===== src/rtl/dw_pkg.sv =====
package dw_pkg;
   localparam int unsigned ADDR_W  = 32;
   localparam int unsigned LEN_W   = 16;
   localparam int unsigned OWN_BIT = 31;

   typedef enum logic [1:0] {
      W_SRC = 2'd0,
      W_DST = 2'd1,
      W_NXT = 2'd2,
      W_CTL = 2'd3
   } dw_word_e;

   typedef enum logic [1:0] {
      S_IDLE = 2'd0,
      S_REQ  = 2'd1,
      S_WAIT = 2'd2,
      S_PUSH = 2'd3
   } dw_state_e;

   typedef struct packed {
      logic [ADDR_W-1:0] src;
      logic [ADDR_W-1:0] dst;
      logic [LEN_W-1:0]  len;
   } dw_cmd_t;

   localparam int unsigned CMD_W = $bits(dw_cmd_t);
endpackage


===== src/rtl/dw_cmd_fifo.sv =====
module dw_cmd_fifo #(
   parameter int unsigned WIDTH = 8,
   parameter int unsigned DEPTH = 4
) (
   input  logic             clk,
   input  logic             rst_n,
   input  logic             wr_en,
   input  logic [WIDTH-1:0] wr_data,
   input  logic             rd_en,
   output logic [WIDTH-1:0] rd_data,
   output logic             full,
   output logic             empty
);
   localparam int unsigned PTR_W = (DEPTH > 1) ? $clog2(DEPTH) : 1;
   localparam int unsigned CNT_W = $clog2(DEPTH + 1);

   if (DEPTH < 2 || (DEPTH & (DEPTH - 1)) != 0) begin : g_bad_depth
      $error("dw_cmd_fifo: DEPTH must be a power of two of at least 2");
   end

   logic [WIDTH-1:0] store [DEPTH];
   logic [PTR_W-1:0] wp, rp;
   logic [CNT_W-1:0] cnt;

   assign full    = (cnt == CNT_W'(DEPTH));
   assign empty   = (cnt == '0);
   assign rd_data = store[rp];

   always_ff @(posedge clk or negedge rst_n) begin
      if (!rst_n) begin
         wp  <= '0;
         rp  <= '0;
         cnt <= '0;
      end else begin
         if (wr_en) wp <= wp + 1'b1;
         if (rd_en) rp <= rp + 1'b1;
         case ({wr_en, rd_en})
            2'b10:   cnt <= cnt + 1'b1;
            2'b01:   cnt <= cnt - 1'b1;
            default: cnt <= cnt;
         endcase
      end
   end

   for (genvar g = 0; g < DEPTH; g++) begin : g_slot
      always_ff @(posedge clk) begin
         if (wr_en && wp == PTR_W'(g)) store[g] <= wr_data;
      end
   end

   p_no_overflow_r8: assert property (@(posedge clk) disable iff (!rst_n)
      wr_en |-> (cnt < CNT_W'(DEPTH)));
   p_no_underflow_r8: assert property (@(posedge clk) disable iff (!rst_n)
      rd_en |-> (cnt != '0));
endmodule


===== src/rtl/dw_fetch_fsm.sv =====
module dw_fetch_fsm
   import dw_pkg::*;
(
   input  logic              clk,
   input  logic              rst_n,
   input  logic              run,
   input  logic              ptr_we,
   input  logic [ADDR_W-1:0] ptr_wdata,
   output logic [ADDR_W-1:0] ptr_q,
   output logic              busy,
   output logic              misalign,
   output logic              mem_req,
   output logic [ADDR_W-1:0] mem_addr,
   input  logic              mem_gnt,
   input  logic              mem_rvalid,
   input  logic [31:0]       mem_rdata,
   output logic              push,
   output dw_cmd_t           push_cmd,
   input  logic              fifo_full
);
   dw_state_e         state;
   logic              run_q;
   logic [1:0]        widx;
   logic [ADDR_W-1:0] ptr, src_r, dst_r, nxt_r;
   logic [LEN_W-1:0]  len_r;
   logic              start;

   assign start    = (state == S_IDLE) && run && !run_q;
   assign mem_req  = (state == S_REQ);
   assign mem_addr = ptr + ADDR_W'({widx, 2'b00});
   assign push     = (state == S_PUSH) && !fifo_full;
   assign push_cmd = '{src: src_r, dst: dst_r, len: len_r};
   assign ptr_q    = ptr;

   always_ff @(posedge clk or negedge rst_n) begin
      if (!rst_n) begin
         state    <= S_IDLE;
         run_q    <= 1'b0;
         widx     <= '0;
         ptr      <= '0;
         src_r    <= '0;
         dst_r    <= '0;
         nxt_r    <= '0;
         len_r    <= '0;
         busy     <= 1'b0;
         misalign <= 1'b0;
      end else begin
         run_q <= run;
         unique case (state)
            S_IDLE: begin
               if (ptr_we) ptr <= ptr_wdata;
               if (start) begin
                  if (ptr[1:0] != 2'b00) begin
                     misalign <= 1'b1;
                  end else begin
                     misalign <= 1'b0;
                     busy     <= 1'b1;
                     widx     <= W_SRC;
                     state    <= S_REQ;
                  end
               end
            end
            S_REQ: if (mem_gnt) state <= S_WAIT;
            S_WAIT: if (mem_rvalid) begin
               unique case (dw_word_e'(widx))
                  W_SRC: src_r <= mem_rdata;
                  W_DST: dst_r <= mem_rdata;
                  W_NXT: nxt_r <= mem_rdata;
                  W_CTL: len_r <= mem_rdata[LEN_W-1:0];
               endcase
               if (widx != W_CTL) begin
                  widx  <= widx + 1'b1;
                  state <= S_REQ;
               end else if (!mem_rdata[OWN_BIT]) begin
                  busy  <= 1'b0;
                  state <= S_IDLE;
               end else begin
                  state <= S_PUSH;
               end
            end
            S_PUSH: if (!fifo_full) begin
               ptr  <= nxt_r;
               widx <= W_SRC;
               if (!run) begin
                  busy  <= 1'b0;
                  state <= S_IDLE;
               end else if (nxt_r[1:0] != 2'b00) begin
                  misalign <= 1'b1;
                  busy     <= 1'b0;
                  state    <= S_IDLE;
               end else begin
                  state <= S_REQ;
               end
            end
         endcase
      end
   end

   p_busy_next_edge_r2: assert property (@(posedge clk) disable iff (!rst_n)
      (start && ptr[1:0] == 2'b00) |=> (busy && mem_req));
   p_req_aligned_r3: assert property (@(posedge clk) disable iff (!rst_n)
      mem_req |-> (mem_addr[1:0] == 2'b00));
   p_req_hold_r9: assert property (@(posedge clk) disable iff (!rst_n)
      (mem_req && !mem_gnt) |=> (mem_req && $stable(mem_addr)));
   p_no_req_with_data_r9: assert property (@(posedge clk) disable iff (!rst_n)
      mem_rvalid |-> !mem_req);
   p_push_when_busy_r5: assert property (@(posedge clk) disable iff (!rst_n)
      push |-> busy);
   p_ptr_frozen_busy_r11: assert property (@(posedge clk) disable iff (!rst_n)
      (busy && $past(busy) && !$past(push)) |-> $stable(ptr));
endmodule


===== src/rtl/dw_walker.sv =====
module dw_walker #(
   parameter int unsigned FIFO_DEPTH = 4
) (
   input  logic        clk,
   input  logic        rst_n,
   input  logic        nxt_ptr_we,
   input  logic [31:0] nxt_ptr_wdata,
   output logic [31:0] nxt_ptr_q,
   input  logic        run,
   output logic        busy,
   output logic        lnk_misalign,
   output logic        rd_req,
   output logic [31:0] rd_addr,
   input  logic        rd_gnt,
   input  logic        rd_valid,
   input  logic [31:0] rd_data,
   output logic        cmd_valid,
   input  logic        cmd_ready,
   output logic [31:0] cmd_src,
   output logic [31:0] cmd_dst,
   output logic [15:0] cmd_len
);
   import dw_pkg::*;

   if (ADDR_W != 32 || LEN_W != 16) begin : g_bad_fmt
      $error("dw_walker: port widths assume 32-bit addresses and 16-bit lengths");
   end

   logic    push, full, empty, pop;
   dw_cmd_t push_cmd;
   logic [CMD_W-1:0] head_raw;
   dw_cmd_t head;

   assign pop       = cmd_valid && cmd_ready;
   assign cmd_valid = !empty;
   assign head      = dw_cmd_t'(head_raw);
   assign cmd_src   = head.src;
   assign cmd_dst   = head.dst;
   assign cmd_len   = head.len;

   dw_fetch_fsm i_fsm (
      .clk       (clk),
      .rst_n     (rst_n),
      .run       (run),
      .ptr_we    (nxt_ptr_we),
      .ptr_wdata (nxt_ptr_wdata),
      .ptr_q     (nxt_ptr_q),
      .busy      (busy),
      .misalign  (lnk_misalign),
      .mem_req   (rd_req),
      .mem_addr  (rd_addr),
      .mem_gnt   (rd_gnt),
      .mem_rvalid(rd_valid),
      .mem_rdata (rd_data),
      .push      (push),
      .push_cmd  (push_cmd),
      .fifo_full (full)
   );

   dw_cmd_fifo #(.WIDTH(CMD_W), .DEPTH(FIFO_DEPTH)) i_fifo (
      .clk    (clk),
      .rst_n  (rst_n),
      .wr_en  (push),
      .wr_data(push_cmd),
      .rd_en  (pop),
      .rd_data(head_raw),
      .full   (full),
      .empty  (empty)
   );

   p_idle_no_req_r6: assert property (@(posedge clk) disable iff (!rst_n)
      rd_req |-> busy);
   p_err_quiet_r3: assert property (@(posedge clk) disable iff (!rst_n)
      $rose(lnk_misalign) |-> !busy);
endmodule


===== config.mk =====
export PLATFORM = sky130hd
export DESIGN_NAME = dw_walker
export DESIGN_NICKNAME = d
export VERILOG_FILES = /design/src/rtl/dw_pkg.sv /design/src/rtl/dw_cmd_fifo.sv /design/src/rtl/dw_fetch_fsm.sv /design/src/rtl/dw_walker.sv
export SDC_FILE = /design/constraint.sdc
export NUM_CORES = 1
export LEC_CHECK = 0
export CAP_MARGIN = 20
export CORE_MARGIN = 2
export CORE_UTILIZATION = 56
export DETAILED_ROUTE_END_ITERATION = 7
export PLACE_DENSITY = 0.8
export SLEW_MARGIN = 30
export SYNTH_ARGS = -nofsm -noshare
export SYNTH_HDL_FRONTEND = slang
export SYNTH_SLANG_ARGS = --single-unit

===== constraint.sdc =====
create_clock -name clk -period 4.65 [get_ports clk]
set_clock_uncertainty 0.2 [all_clocks]
set_input_delay 0.93 -clock clk [delete_from_list [all_inputs] [get_ports clk]]
set_output_delay 0.93 -clock clk [all_outputs]
set_load 0.03 [all_outputs]

# Word-level counts from Yosys, hierarchy flattened
# Memories as Yosys holds them, arrays and structs flattened.
# Index checks and enable logic that the tools add are counted.
# W data, S select, Z words.
# classes
n_addsub	6
eq_ne	25
mux	52
n_reduce_logical	32
# op_table
cell	n
$mux W80	3
$reduce_or A80 Y1	3
$mux W32	2
$pmux W32 S2	1
$add A32 B4 Y32	1
$mux W2	16
$mux W1	25
$ne A2 B2 Y1 const B	9
$reduce_and A3 Y1	5
$eq A2 B2 Y1 const B	7
$reduce_and A5 Y1	2
$eq A2 B1 Y1 const B	4
$logic_and A1 B1 Y1	8
$pmux W2 S4	1
$reduce_and A8 Y1	1
$reduce_bool A2 Y1	4
$add A2 B1 Y2 const B	3
$logic_not A2 Y1	3
$ne A2 B1 Y1 const B	3
$pmux W2 S3	1
$pmux W3 S2	1
$reduce_and A6 Y1	1
$add A3 B1 Y3 const B	1
$eq A3 B3 Y1 const B	1
other kinds (7)	9
# word_totals
regBits	158
ram_bits	320
out_inout_bits	148
elab_cells	129
mem_count	1
# memory_table
name	words	width	rd	rd_ports_with_merged_regs	write_ports	line_no	source
i_fifo.store	4	80	1	0	1	dw_cmd_fifo.sv:21	logic [WIDTH-1:0] store [DEPTH];

# Logic depth before layout (Yosys ltp)
# depth
word_depth	10
depth_mapped	10
ltp_nobuf	9

# Hierarchy
# A second synthesis with hierarchy kept.
# hier_totals
hier_cells	972
area_unflattened_um2	18753.0
# by_module_without_submodules
module	n_inst	cells_each	area_each_um2	seq_area_each_um2
dw_cmd_fifo	1	455	12025.3	9784.4
dw_fetch_fsm	1	515	6717.7	3778.6
dw_walker	1	2	10.0	0.0

# Least setup slack after synthesis
# Ideal clock, no wire load.
# synth_path
path_type	flip-flop to output port
from	register i_fsm.ptr[2] (netlist: i_fsm.ptr_q[2])
to	output port rd_addr[26]
arrival_time_ps	2580
required_ps	3520
slack_ps	940
path_stages_with_launch	8
path_buffers	1
path_cell_list	dfrtp_1 ha_1 inv_1 fa_1 or3b_4 buf_6 nor4_1 xor2_1
# synth_between
elab_chain_cells	1
# synth_rtl
item	line_no	source
start: declaration	dw_fetch_fsm.sv:24	logic [ADDR_W-1:0] ptr, src_r, dst_r, nxt_r;
start signal: assignment	dw_fetch_fsm.sv:51	if (ptr_we) ptr <= ptr_wdata;
start signal: assignment	dw_fetch_fsm.sv:82	ptr <= nxt_r;
$add A32 B4 Y32	dw_fetch_fsm.sv:30	assign mem_addr = ptr + ADDR_W'({widx, 2'b00});
end: declaration	dw_walker.sv:13	output logic [31:0] rd_addr,
# No other way between the ends.

# Worst setup path in the final report
# layout_path
from	register i_fsm.widx[0]
to	output port rd_addr[14]
# layout_between
elab_chain_cells	1
# layout_rtl
item	line_no	source
start: declaration	dw_fetch_fsm.sv:23	logic [1:0] widx;
start signal: assignment	dw_fetch_fsm.sv:72	widx <= widx + 1'b1;
$add A32 B4 Y32	dw_fetch_fsm.sv:30	
# No other way between the ends.

==> summary.md <==
| Metric | Value |
|---|---|
| DP Worst Slack | `0.442 ns` |
| Ratio of cells with drive above 1 in the final layout | `23.5%` |
| Crit. End Element | `output port` |
| Mux contribution to synthesized area | `18.2%` |
| Syn_area_per_cell | `approximately 19 um2` |
| Via count | `a little under 10,000` |
| Setup CP Type | `flip-flop to output port` |
| Final period util | `a little over nine tenths` |
| Gr usage total | `23.3%` |
| Die height | `approximately 190 um` |
| 1st-pass router iterations | `4` |
| Dominant cells by area after synthesis | `edfxtp_1 (52%), dfrtp_1 (21%), mux4_2 (9.7%)` |
| Leak | `8.57 nW` |
| Final instance area | `between 20,000 and 25,000 um2` |
| FILL cells | `between 2,000 and 2,500` |
| Final setup TNS | `0 ns` |
| Initial antenna violation count | `2` |
| Final hold vios | `0` |
| Critical Path RT | `3.52 ns` |
| Vias/cell | `roughly 5.8` |
| Fin util | `70.6%` |
| Post-Syn Nets | `approximately 1,100` |
| Gr ovfl total | `0` |
| Top Ports | `approximately 220` |
| Yosys top cell by area | `edfxtp_1` |
| Final min period | `between 4 and 5 ns` |
| Worst-Margin Slew | `about 0.8 ns` |
| Input/output buffers | `218` |
| RSZ-0062 raised after global routing | `false` |
| Slowest-stage cell, CP | `clkdlybuf4s50_1` |
| Later-pin clock latency in the skew report | `roughly 0.53 ns` |
| Reg-to-reg setup timing slack | `1.77 ns` |
| ANT nets after route | `0` |
| DP HPWL | `approximately 25,000 um` |
| Count leader, synth | `edfxtp_1` |
| Sequential share of the synthesized area | `72.8%` |
| Vias in the first global route | `10,100` |
| First-pass GRT wire length | `about 61,000 um` |
| CP Launch Type | `flip-flop` |
| Area of the core | `between 30,000 and 40,000 um2` |
| Outcome | `complete, no violations` |
| Adder-Cell Fraction of Synth Area | `less than 1%` |
| Number of placement rows | `66` |
| Cells along the critical path | `ha_1 > inv_1 > fa_1 > or3b_4 > nor2_1 > xor2_1 > clkdlybuf4s50_1` |
| Synth warn | `0` |
| Clock transition at the registers of the reported paths | `roughly 0.060 ns` |
| Max-slew violation count | `0` |
| Final nets | `roughly 1,300` |
| Synth Flop Type | `edfxtp_1` |
| Cell area after synthesis | `18,600 um2` |
| Num CTS Buffers | `46` |
| CP Max Fanout | `11` |
| Unique masters post-synth | `48` |
| Die area | `around 35,000 um2` |
| Buf+Inv Stages, Crit Path | `2` |
| Commonest cells post-synth | `edfxtp_1 (320), dfrtp_1 (158), mux2_2 (105)` |
| Fraction of registers with async set/reset | `33.1%` |
| Xor/xnor cell area share of the yosys netlist | `under 10%` |
| Root Driver | `clkbuf_16` |
| Cell family with most CP delay | `buffers and inverters` |
| H-tree depth | `2` |
| Routed wire length | `around 40,000 um` |
| Pin count of the biggest net entering global routing | `89` |
| Power Density | `696 nW/um2` |
| TritonCTS Sinks | `about 480` |
| Die X | `roughly 190 um` |
| Post-synth EDFFs | `320` |
| Final Setup Violations | `0` |
| Wirelength per Cell | `around 23 um` |
| Compound-Gate Fraction of Synth Area | `under 10%` |
| #FFs+latches synth | `between 400 and 500` |
| Setup WS post-layout | `~0.14 ns` |
| RePlAce Congestion | `roughly 0.8` |
| Simple-Gate Fraction of Synth Area | `3.46%` |
| Max-slew headroom | `between 40% and 50%` |
| Drt initial violations | `588` |
| Longest Clk Path Bufs | `3` |
| Initial Utilization | `57.1%` |
| Area after DPL | `about 21,000 um2` |
| Drt drc | `0` |
| Fmax achieved | `about 0.22 GHz` |
| Max incr delay on CP | `approximately 0.72 ns` |
| TritonCTS clock tree | `done` |
| Largest family of logic cells by synthesized area | `multiplexers` |
| HP Class | `input pin to async pin` |
| Worst VDD drop | `428 uV` |
| Max Cap Violations | `0` |
| Post-synth top area share | `between 50 and 60%` |
| Syn Inst Count | `about 1,000` |
| Critical path arrival | `approximately 3.4 ns` |
| Area Growth Syn to Fin | `23.5%` |
per-layer routing:
metal  wire (um)  global-route usage, %  vias up  share of wire (%)
met5          13                      0        -              0.032
met4         706                   5.08        2                1.8
met3        3080                   5.19       51                7.7
met2       19500                   38.2      381                 49
met1       16700                   32.6     5112                 42
li1            -                      -     4311                  -
cells in the final DEF (no fill, tap or decap), drive strengths merged, types with 4 or more instances in the layout:
cell | synthesis | final
ha | 11 | 11
nand3 | 17 | 17
clkdlybuf4s50 | 0 | 209
nand2 | 49 | 49
mux2i | 32 | 32
edfxtp | 320 | 320
nor3 | 6 | 6
mux4 | 80 | 80
mux2 | 112 | 112
buf | 31 | 21
nor2 | 12 | 12
a21oi | 5 | 5
xnor2 | 16 | 16
clkinv | 0 | 16
bufinv | 0 | 5
and3 | 5 | 5
dfrtp | 158 | 158
nand4 | 9 | 9
clkinvlp | 0 | 4
dlymetal6s2s | 0 | 6
o21ai | 38 | 38
inv | 16 | 17
xor2 | 18 | 18
clkbuf | 14 | 60
final cells by class:
| class | count | area [um2] | share of cell area, % |
|---|---|---|---|
| Tap cell | 442 | 553 | 2.40 |
| Antenna cell | 1 | 2.50 | 0.0109 |
| Sequential cell | 478 | 13600 | 59.0 |
| Timing Repair Buffer | 239 | 2460 | 10.7 |
| Clock buffer | 59 | 1270 | 5.52 |
| Clock inverter | 26 | 270 | 1.17 |
| Multi-Input combinational cell | 444 | 4830 | 21.0 |
| Inverter | 16 | 60.1 | 0.261 |
path summary, 6_finish.rpt:
| path | from | end | depth (start not counted) |
|---|---|---|---|
| hold reg to reg | i_fsm.nxt_r[6] | i_fsm.nxt_r[6] | 1 |
| setup / recovery | i_fsm.widx[0] | rd_addr[14] | 7 |
| hold / removal | rst_n | i_fsm.dst_r[17] | 1 |
| max in group asynchronous | rst_n | i_fsm.ptr_q[26] | 2 |
| setup reg to reg | i_fsm.state[1] | i_fsm.dst_r[24] | 4 |
| min in group clk | i_fsm.nxt_r[6] | i_fsm.nxt_r[6] | 1 |
cell families after synthesis:
| family | Yosys count |
|---|---|
| flip-flops | 478 |
| multiplexers | 224 |
| AND/OR/NAND/NOR | 121 |
| buffers and inverters | 61 |
| AO/OA/AOI/OAI | 52 |
| XOR/XNOR | 34 |
| adder cells (fa/ha/maj) | 13 |
metrics by stage:
| stage | instances | total power, W | hold slack, ns |
|---|---|---|---|
| 2_1_floorplan | 983 | 0.0100 | 0.264 |
| 3_3_place_gp | 1618 | 0.0122 | 0.274 |
| 3_5_place_dp | 1619 | 0.0124 | 0.287 |
| 4_1_cts | 1704 | 0.0161 | 0.300 |
| 5_1_grt | 1704 | 0.0167 | 0.318 |
| 6_report | 1705 | 0.0160 | 0.257 |
timing repair:
item	4_1_cts	5_1_grt
buffers inserted	0	0
setup endpoints to repair	2	6
resized for setup	3	6
hold buffers	0	0
registers in the layout, indices dropped and copies added (netlist names), 2 cells and up:
signal	cells
i_fifo.cnt	3
i_fifo.rp	2
i_fifo.store	320
i_fifo.wp	2
i_fsm.dst_r	32
i_fsm.len_r	16
i_fsm.nxt_r	32
i_fsm.ptr_q	32
i_fsm.src_r	32
i_fsm.state	2
i_fsm.widx	2
power by group:
group / switching (W) / total (W) / internal (W)
clock: 0.00154 / 0.00375 / 0.00222
sequential: 0.000876 / 0.00664 / 0.00576
combinational: 0.00306 / 0.00562 / 0.00256
total: 0.00548 / 0.0160 / 0.0105
Power figures use the tool's default switching activity.
